[src/rtl/pcr_pkg.sv]
package pcr_pkg;
  typedef enum logic [1:0] {
    CK_NONE = 2'd0,
    CK_CPLX = 2'd1,
    CK_BIPH = 2'd2
  } comb_kind_e;
endpackage

[src/rtl/pcr_mode_ctrl.sv]
module pcr_mode_ctrl
  import pcr_pkg::*;
#(
  parameter int unsigned NPAIR  = 3,
  parameter int unsigned MODE_W = 3
) (
  input  logic                    clk,
  input  logic                    rst_n,
  input  logic [MODE_W-1:0]       mode_i,
  input  logic                    any_valid,
  output logic [MODE_W-1:0]       mode_q,
  output comb_kind_e [NPAIR-1:0]  pair_kind
);
  localparam int unsigned CNT_W = MODE_W - 1;

  logic [CNT_W-1:0] pair_cnt;
  logic             biphase_sel;

  always_ff @(posedge clk) begin
    if (!rst_n)          mode_q <= '0;
    else if (!any_valid) mode_q <= mode_i;
  end

  assign pair_cnt    = mode_q[CNT_W-1:0];
  assign biphase_sel = mode_q[MODE_W-1];

  for (genvar p = 0; p < NPAIR; p++) begin : g_kind
    always_comb begin
      if (32'(p) < 32'(pair_cnt))
        pair_kind[p] = biphase_sel ? CK_BIPH : CK_CPLX;
      else
        pair_kind[p] = CK_NONE;
    end
  end
endmodule

[src/rtl/pcr_pair_unit.sv]
module pcr_pair_unit
  import pcr_pkg::*;
#(
  parameter int unsigned DW = 22
) (
  input  logic          clk,
  input  logic          rst_n,
  input  comb_kind_e    kind,
  input  logic [DW-1:0] lo_i,
  input  logic [DW-1:0] lo_q,
  input  logic          lo_v,
  input  logic [DW-1:0] hi_i,
  input  logic [DW-1:0] hi_q,
  input  logic          hi_v,
  output logic [DW-1:0] o_lo_i,
  output logic [DW-1:0] o_lo_q,
  output logic          o_lo_v,
  output logic [DW-1:0] o_hi_i,
  output logic [DW-1:0] o_hi_q,
  output logic          o_hi_v,
  output logic          sat_evt
);
  localparam logic [DW-1:0] POS_MAX = {1'b0, {(DW-1){1'b1}}};
  localparam logic [DW-1:0] NEG_MIN = {1'b1, {(DW-1){1'b0}}};

  // Widened add or subtract of two signed words.
  function automatic logic [DW:0] wide_op(input logic [DW-1:0] a,
                                          input logic [DW-1:0] b,
                                          input logic sub);
    logic [DW:0] ea, eb;
    ea = {a[DW-1], a};
    eb = {b[DW-1], b};
    return sub ? (ea - eb) : (ea + eb);
  endfunction

  function automatic logic wide_ovf(input logic [DW:0] s);
    return s[DW] ^ s[DW-1];
  endfunction

  function automatic logic [DW-1:0] clamp(input logic [DW:0] s);
    if (!wide_ovf(s)) return s[DW-1:0];
    return s[DW] ? NEG_MIN : POS_MAX;
  endfunction

  logic [DW:0]   sum_i, sum_q;
  logic          merging, both_v;
  logic [DW-1:0] res_i, res_q;

  always_comb begin
    if (kind == CK_CPLX) begin
      sum_i = wide_op(lo_i, hi_q, 1'b1);
      sum_q = wide_op(lo_q, hi_i, 1'b0);
    end else begin
      sum_i = wide_op(lo_i, hi_i, 1'b0);
      sum_q = wide_op(lo_q, hi_q, 1'b0);
    end
  end

  assign merging = (kind != CK_NONE);
  assign both_v  = lo_v & hi_v;
  assign res_i   = clamp(sum_i);
  assign res_q   = clamp(sum_q);
  assign sat_evt = merging & both_v & (wide_ovf(sum_i) | wide_ovf(sum_q));

  always_ff @(posedge clk) begin
    if (!rst_n) begin
      o_lo_i <= '0; o_lo_q <= '0; o_lo_v <= 1'b0;
      o_hi_i <= '0; o_hi_q <= '0; o_hi_v <= 1'b0;
    end else begin
      o_hi_i <= hi_i;
      o_hi_q <= hi_q;
      if (merging) begin
        o_lo_i <= res_i;
        o_lo_q <= res_q;
        o_lo_v <= both_v;
        o_hi_v <= 1'b0;
      end else begin
        o_lo_i <= lo_i;
        o_lo_q <= lo_q;
        o_lo_v <= lo_v;
        o_hi_v <= hi_v;
      end
    end
  end
endmodule

[src/rtl/pair_combine_router.sv]
module pair_combine_router
  import pcr_pkg::*;
#(
  parameter int unsigned NPAIR  = 3,
  parameter int unsigned DW     = 22,
  parameter int unsigned MODE_W = 3
) (
  input  logic                          clk,
  input  logic                          rst_n,
  input  logic [MODE_W-1:0]             mode_i,
  input  logic [2*NPAIR-1:0][DW-1:0]    in_i,
  input  logic [2*NPAIR-1:0][DW-1:0]    in_q,
  input  logic [2*NPAIR-1:0]            in_valid,
  output logic [2*NPAIR-1:0][DW-1:0]    out_i,
  output logic [2*NPAIR-1:0][DW-1:0]    out_q,
  output logic [2*NPAIR-1:0]            out_valid,
  output logic                          ovf_sticky
);
  localparam int unsigned NSTREAM = 2 * NPAIR;

  logic [MODE_W-1:0]      mode_q_w;
  comb_kind_e [NPAIR-1:0] kind_w;
  logic [NPAIR-1:0]       pair_on_w;
  logic [NPAIR-1:0]       sat_evt_w;

  pcr_mode_ctrl #(.NPAIR(NPAIR), .MODE_W(MODE_W)) u_mode (
    .clk       (clk),
    .rst_n     (rst_n),
    .mode_i    (mode_i),
    .any_valid (|in_valid),
    .mode_q    (mode_q_w),
    .pair_kind (kind_w)
  );

  for (genvar p = 0; p < NPAIR; p++) begin : g_pair
    assign pair_on_w[p] = (kind_w[p] != CK_NONE);
    pcr_pair_unit #(.DW(DW)) u_unit (
      .clk     (clk),
      .rst_n   (rst_n),
      .kind    (kind_w[p]),
      .lo_i    (in_i[2*p]),
      .lo_q    (in_q[2*p]),
      .lo_v    (in_valid[2*p]),
      .hi_i    (in_i[2*p+1]),
      .hi_q    (in_q[2*p+1]),
      .hi_v    (in_valid[2*p+1]),
      .o_lo_i  (out_i[2*p]),
      .o_lo_q  (out_q[2*p]),
      .o_lo_v  (out_valid[2*p]),
      .o_hi_i  (out_i[2*p+1]),
      .o_hi_q  (out_q[2*p+1]),
      .o_hi_v  (out_valid[2*p+1]),
      .sat_evt (sat_evt_w[p])
    );
  end

  always_ff @(posedge clk) begin
    if (!rst_n) ovf_sticky <= 1'b0;
    else        ovf_sticky <= ovf_sticky | (|sat_evt_w);
  end

  if (NSTREAM < 2) begin : g_bad
    initial $error("NPAIR must be at least 1");
  end
endmodule

[config.mk]
export PLATFORM = sky130hd
export DESIGN_NAME = pair_combine_router
export DESIGN_NICKNAME = d
export VERILOG_FILES = /design/src/rtl/pcr_pkg.sv /design/src/rtl/pcr_mode_ctrl.sv /design/src/rtl/pcr_pair_unit.sv /design/src/rtl/pair_combine_router.sv
export SDC_FILE = /design/constraint.sdc
export NUM_CORES = 1
export LEC_CHECK = 0
export ABC_AREA = 1
export BUFFER_PORTS_ARGS = -buffer_cell sky130_fd_sc_hd__clkbuf_2
export CAP_MARGIN = 25
export CORE_MARGIN = 5
export CORE_UTILIZATION = 35
export CTS_CLUSTER_DIAMETER = 120
export DETAILED_ROUTE_END_ITERATION = 8
export PLACE_DENSITY = 0.59
export SLEW_MARGIN = 20
export SYNTH_ARGS = -nofsm -noshare
export SYNTH_HDL_FRONTEND = slang
export SYNTH_HIERARCHICAL = 1
export SYNTH_SLANG_ARGS = --single-unit
[constraint.sdc]
create_clock -name clk -period 6 [get_ports clk]
set_input_delay 0.9 -clock clk [delete_from_list [all_inputs] [get_ports clk]]
set_output_delay 0.9 -clock clk [all_outputs]
set_load 0.01 [all_outputs]
==> results.py <==
metrics = {
    "clock_tree": {
        "cts_buffers": 35,
        "root_buffer": "clkbuf_16",
        "insertion_delay_ns": 0.55,
        "post-cts-setup-buffers": 0,
        "post_cts_resize_count": 0,
        "clk_pin_slew_ns": 0.06,
        "cts_tree": "yes",
        "cts-hold-fix-buffers": 0,
        "htree_levels": 2,
        "cts_sinks": 274,
        "clockBufferDepth": 3,
    },
    "pwr": {
        "power_density_nw_per_um2": 236,
        "ir_drop_uv": 229,
        "p_leak_nw": 13.7,
        "p_total_mw": 5.87,
    },
    "die": {
        "io_pins": 546,
        "coreArea_um2": 57800,
        "num_rows": 88,
        "die_x_um": 252,
        "start_util": 0.355,
        "die_area_um2": 63500,
        "die_y_um": 252,
    },
    "grt": {
        "antenna_found_initial": 11,
        "grt_pass1_vias": 20585,
        "grt_max_degree": 100,
        "overflow": 0,
        "grt_usage": 0.240,
        "grt_pass1_wl_mm": 120,
    },
    "critical_path": {
        "cp_max_fo": 63,
        "path_class": "reg -> reg",
        "cp-end-kind": "register",
        "start_kind": "register",
        "cp.required_ns": 6.44,
        "arrival_ns": 5.21,
    },
    "detailed_routing": {
        "highest_layer": "met5",
        "drt_wl_total_mm": 80.3,
        "antenna_left": 0,
        "drt_iter0_markers": 1358,
        "vias": 21793,
        "drc": 0,
        "wl_per_cell_um": 18.1,
        "viasPerCell": 4.92,
        "wl_met1_mm": 34.9,
        "drt_pass1_iterations": 5,
        "routed-wl-met2_mm": 36.4,
        "dr_wl_met3_mm": 6.34,
    },
    "sta": {
        "finalCriticalPeriod_ns": 4.77,
        "worstMarginPinSlew_ns": 0.925,
        "timing.final.crit_share": 0.795,
        "rsz0062_at_grt": "false",
        "fmax_mhz": 210,
        "worst_slack_ns": 1.23,
        "drv_slew": 0,
        "finalClockSkew_ns": 0.0238,
        "fin_setup_tns_ns": 0,
        "hold_viol_final": 0,
        "setup_viol": 0,
        "relSlewSlack": 0.382,
    },
    "logic_synthesis": {
        "syn_area_um2": 20500,
        "netlist_instances": 3137,
        "synth-edff-count": 0,
        "yosysWarningCount": 6,
        "synthFlopType": "dfxtp_1",
        "synthArstFlopShare": 0,
        "synth_cell_type_count": 47,
        "yosys_register_bits": 274,
        "synth.avg_cell_area_um2": 6.53,
        "synth_fp_nets": 3553,
        "yosysSeqAreaShare": 0.268,
    },
    "placed_design": {
        "port_buffers": 545,
        "hpwlAfterDp_mm": 66.5,
        "place.gp.congestion": 0.985,
        "pre_cts_slack_ns": 0.992,
    },
    "layout": {
        "area_delta_synth_final_pct": 21.3,
        "nets": 4056,
        "drive_above_1_share": 0.224,
        "fin_util": 0.430,
    },
    "run_status": {
        "status": "finished clean",
    },
    "hold_path": {
        "hold_path_class": "in -> reg",
    },
    "flow_run": {
        "maxCapViolCount": 0,
    },
}
[routing by layer]
metal  track usage  vias up
li1              -    11111
met1         0.311     9812
met2         0.395      745
met3        0.0569      117
met4        0.0768        8
met5             0        -
[final cells by class]
cell class / instances / area, um^2
tap: 765 / 957
sequential: 274 / 5490
timing repair buffer: 557 / 2830
clock buffer: 43 / 936
multi-input combinational: 2348 / 12900
inverter: 424 / 1600
clock inverter: 13 / 138
fill: 6274 / 32900
antenna: 8 / 20.0
[layout by cell type (no fill, tap or decap), drive strengths merged, types with 11 or more instances in the layout]
cell    count
a21oi     262
ha        135
o21ai     283
inv       423
xor2       97
nand2     932
xnor2      27
clkbuf    588
a22oi      11
buf        12
nor2      270
o21bai     18
nand4      48
nand3     163
nor3       34
dfxtp     274
[worst max-delay path: stages (launching register included)]
cell and delay, ns:
dfxtp_1 0.41, inv_2 0.05, a21oi_1 0.26, nor2_4 0.07
buf_4 0.23, inv_2 0.66, o21ai_0 0.23, ha_1 0.29
fa_1 0.46, nand3_1 0.10, nand2_1 0.14, nand2_1 0.11
nand2_2 0.10, nand4_1 0.15, nand3_1 0.11, nand2_1 0.08
nand2_1 0.04, nand2_1 0.59, nand2_1 0.19, nor2_1 0.14
nor2_1 0.08, nor2_1 0.09, a21oi_1 0.06
[power breakdown]
group          switching [mW]  internal, mW
sequential             0.0298          1.92
clock                   0.847          1.19
combinational            1.24         0.636
[cells in the mapped netlist, types with 48 or more instances]
cell type    n  area share
inv_1      405       0.074
nand2_2     54       0.016
o21ai_0    270       0.066
nand3_1    135       0.033
nand4_1     48       0.015
nand2_1    876        0.16
a21oi_2     51       0.022
nor2_1     242       0.044
dfxtp_1    274        0.27
ha_1       135       0.082
clkbuf_1    69       0.013
a21oi_1    195       0.048
xor2_1      97       0.041
[worst paths after layout]
path                                 startpoint                                     end  slack, ns  depth (start not counted)
setup reg to reg  u_mode/mode_q[2]$_SDFFE_PN0N_                   ovf_sticky$_SDFF_PN0_       1.23                         22
setup / recovery  u_mode/mode_q[2]$_SDFFE_PN0N_                   ovf_sticky$_SDFF_PN0_       1.23                         22
hold / removal                        in_i[123]  g_pair[2].u_unit/o_hi_i[13]$_SDFF_PN0_       0.57                          3
hold reg to reg           ovf_sticky$_SDFF_PN0_                   ovf_sticky$_SDFF_PN0_       0.58                          2
[flip-flops by register name, indices dropped and copies added (netlist names)]
signal                count
g_pair.u_unit/o_lo_v      3
u_mode/mode_q             3
g_pair.u_unit/o_lo_i     66
ovf_sticky                1
g_pair.u_unit/o_hi_q     66
g_pair.u_unit/o_lo_q     66
g_pair.u_unit/o_hi_v      3
g_pair.u_unit/o_hi_i     66
[through the flow]
stage,area (um^2),std cells,hold slack (ns)
2_1_floorplan,20500,3137,0.510
3_3_place_gp,23800,4367,0.577
3_5_place_dp,23800,4367,0.557
4_1_cts,24800,4423,0.529
5_1_grt,24800,4427,0.551
6_report,24900,4432,0.567
[cell families (layout without fill, tap and decap cells)]
family / Yosys count / count (layout) / share of synthesized area
compound gates: 607 / 607 / 0.174
xor+xnor: 124 / 124 / 0.0530
fa+ha+maj: 141 / 141 / 0.0883
buf+inv: 515 / 1037 / 0.103
flops: 274 / 274 / 0.268
mux: 2 / 2 / 0.000977
other cells: 0 / 8 / 0
simple gates: 1474 / 1474 / 0.313
(Power assumes the default switching activity.)
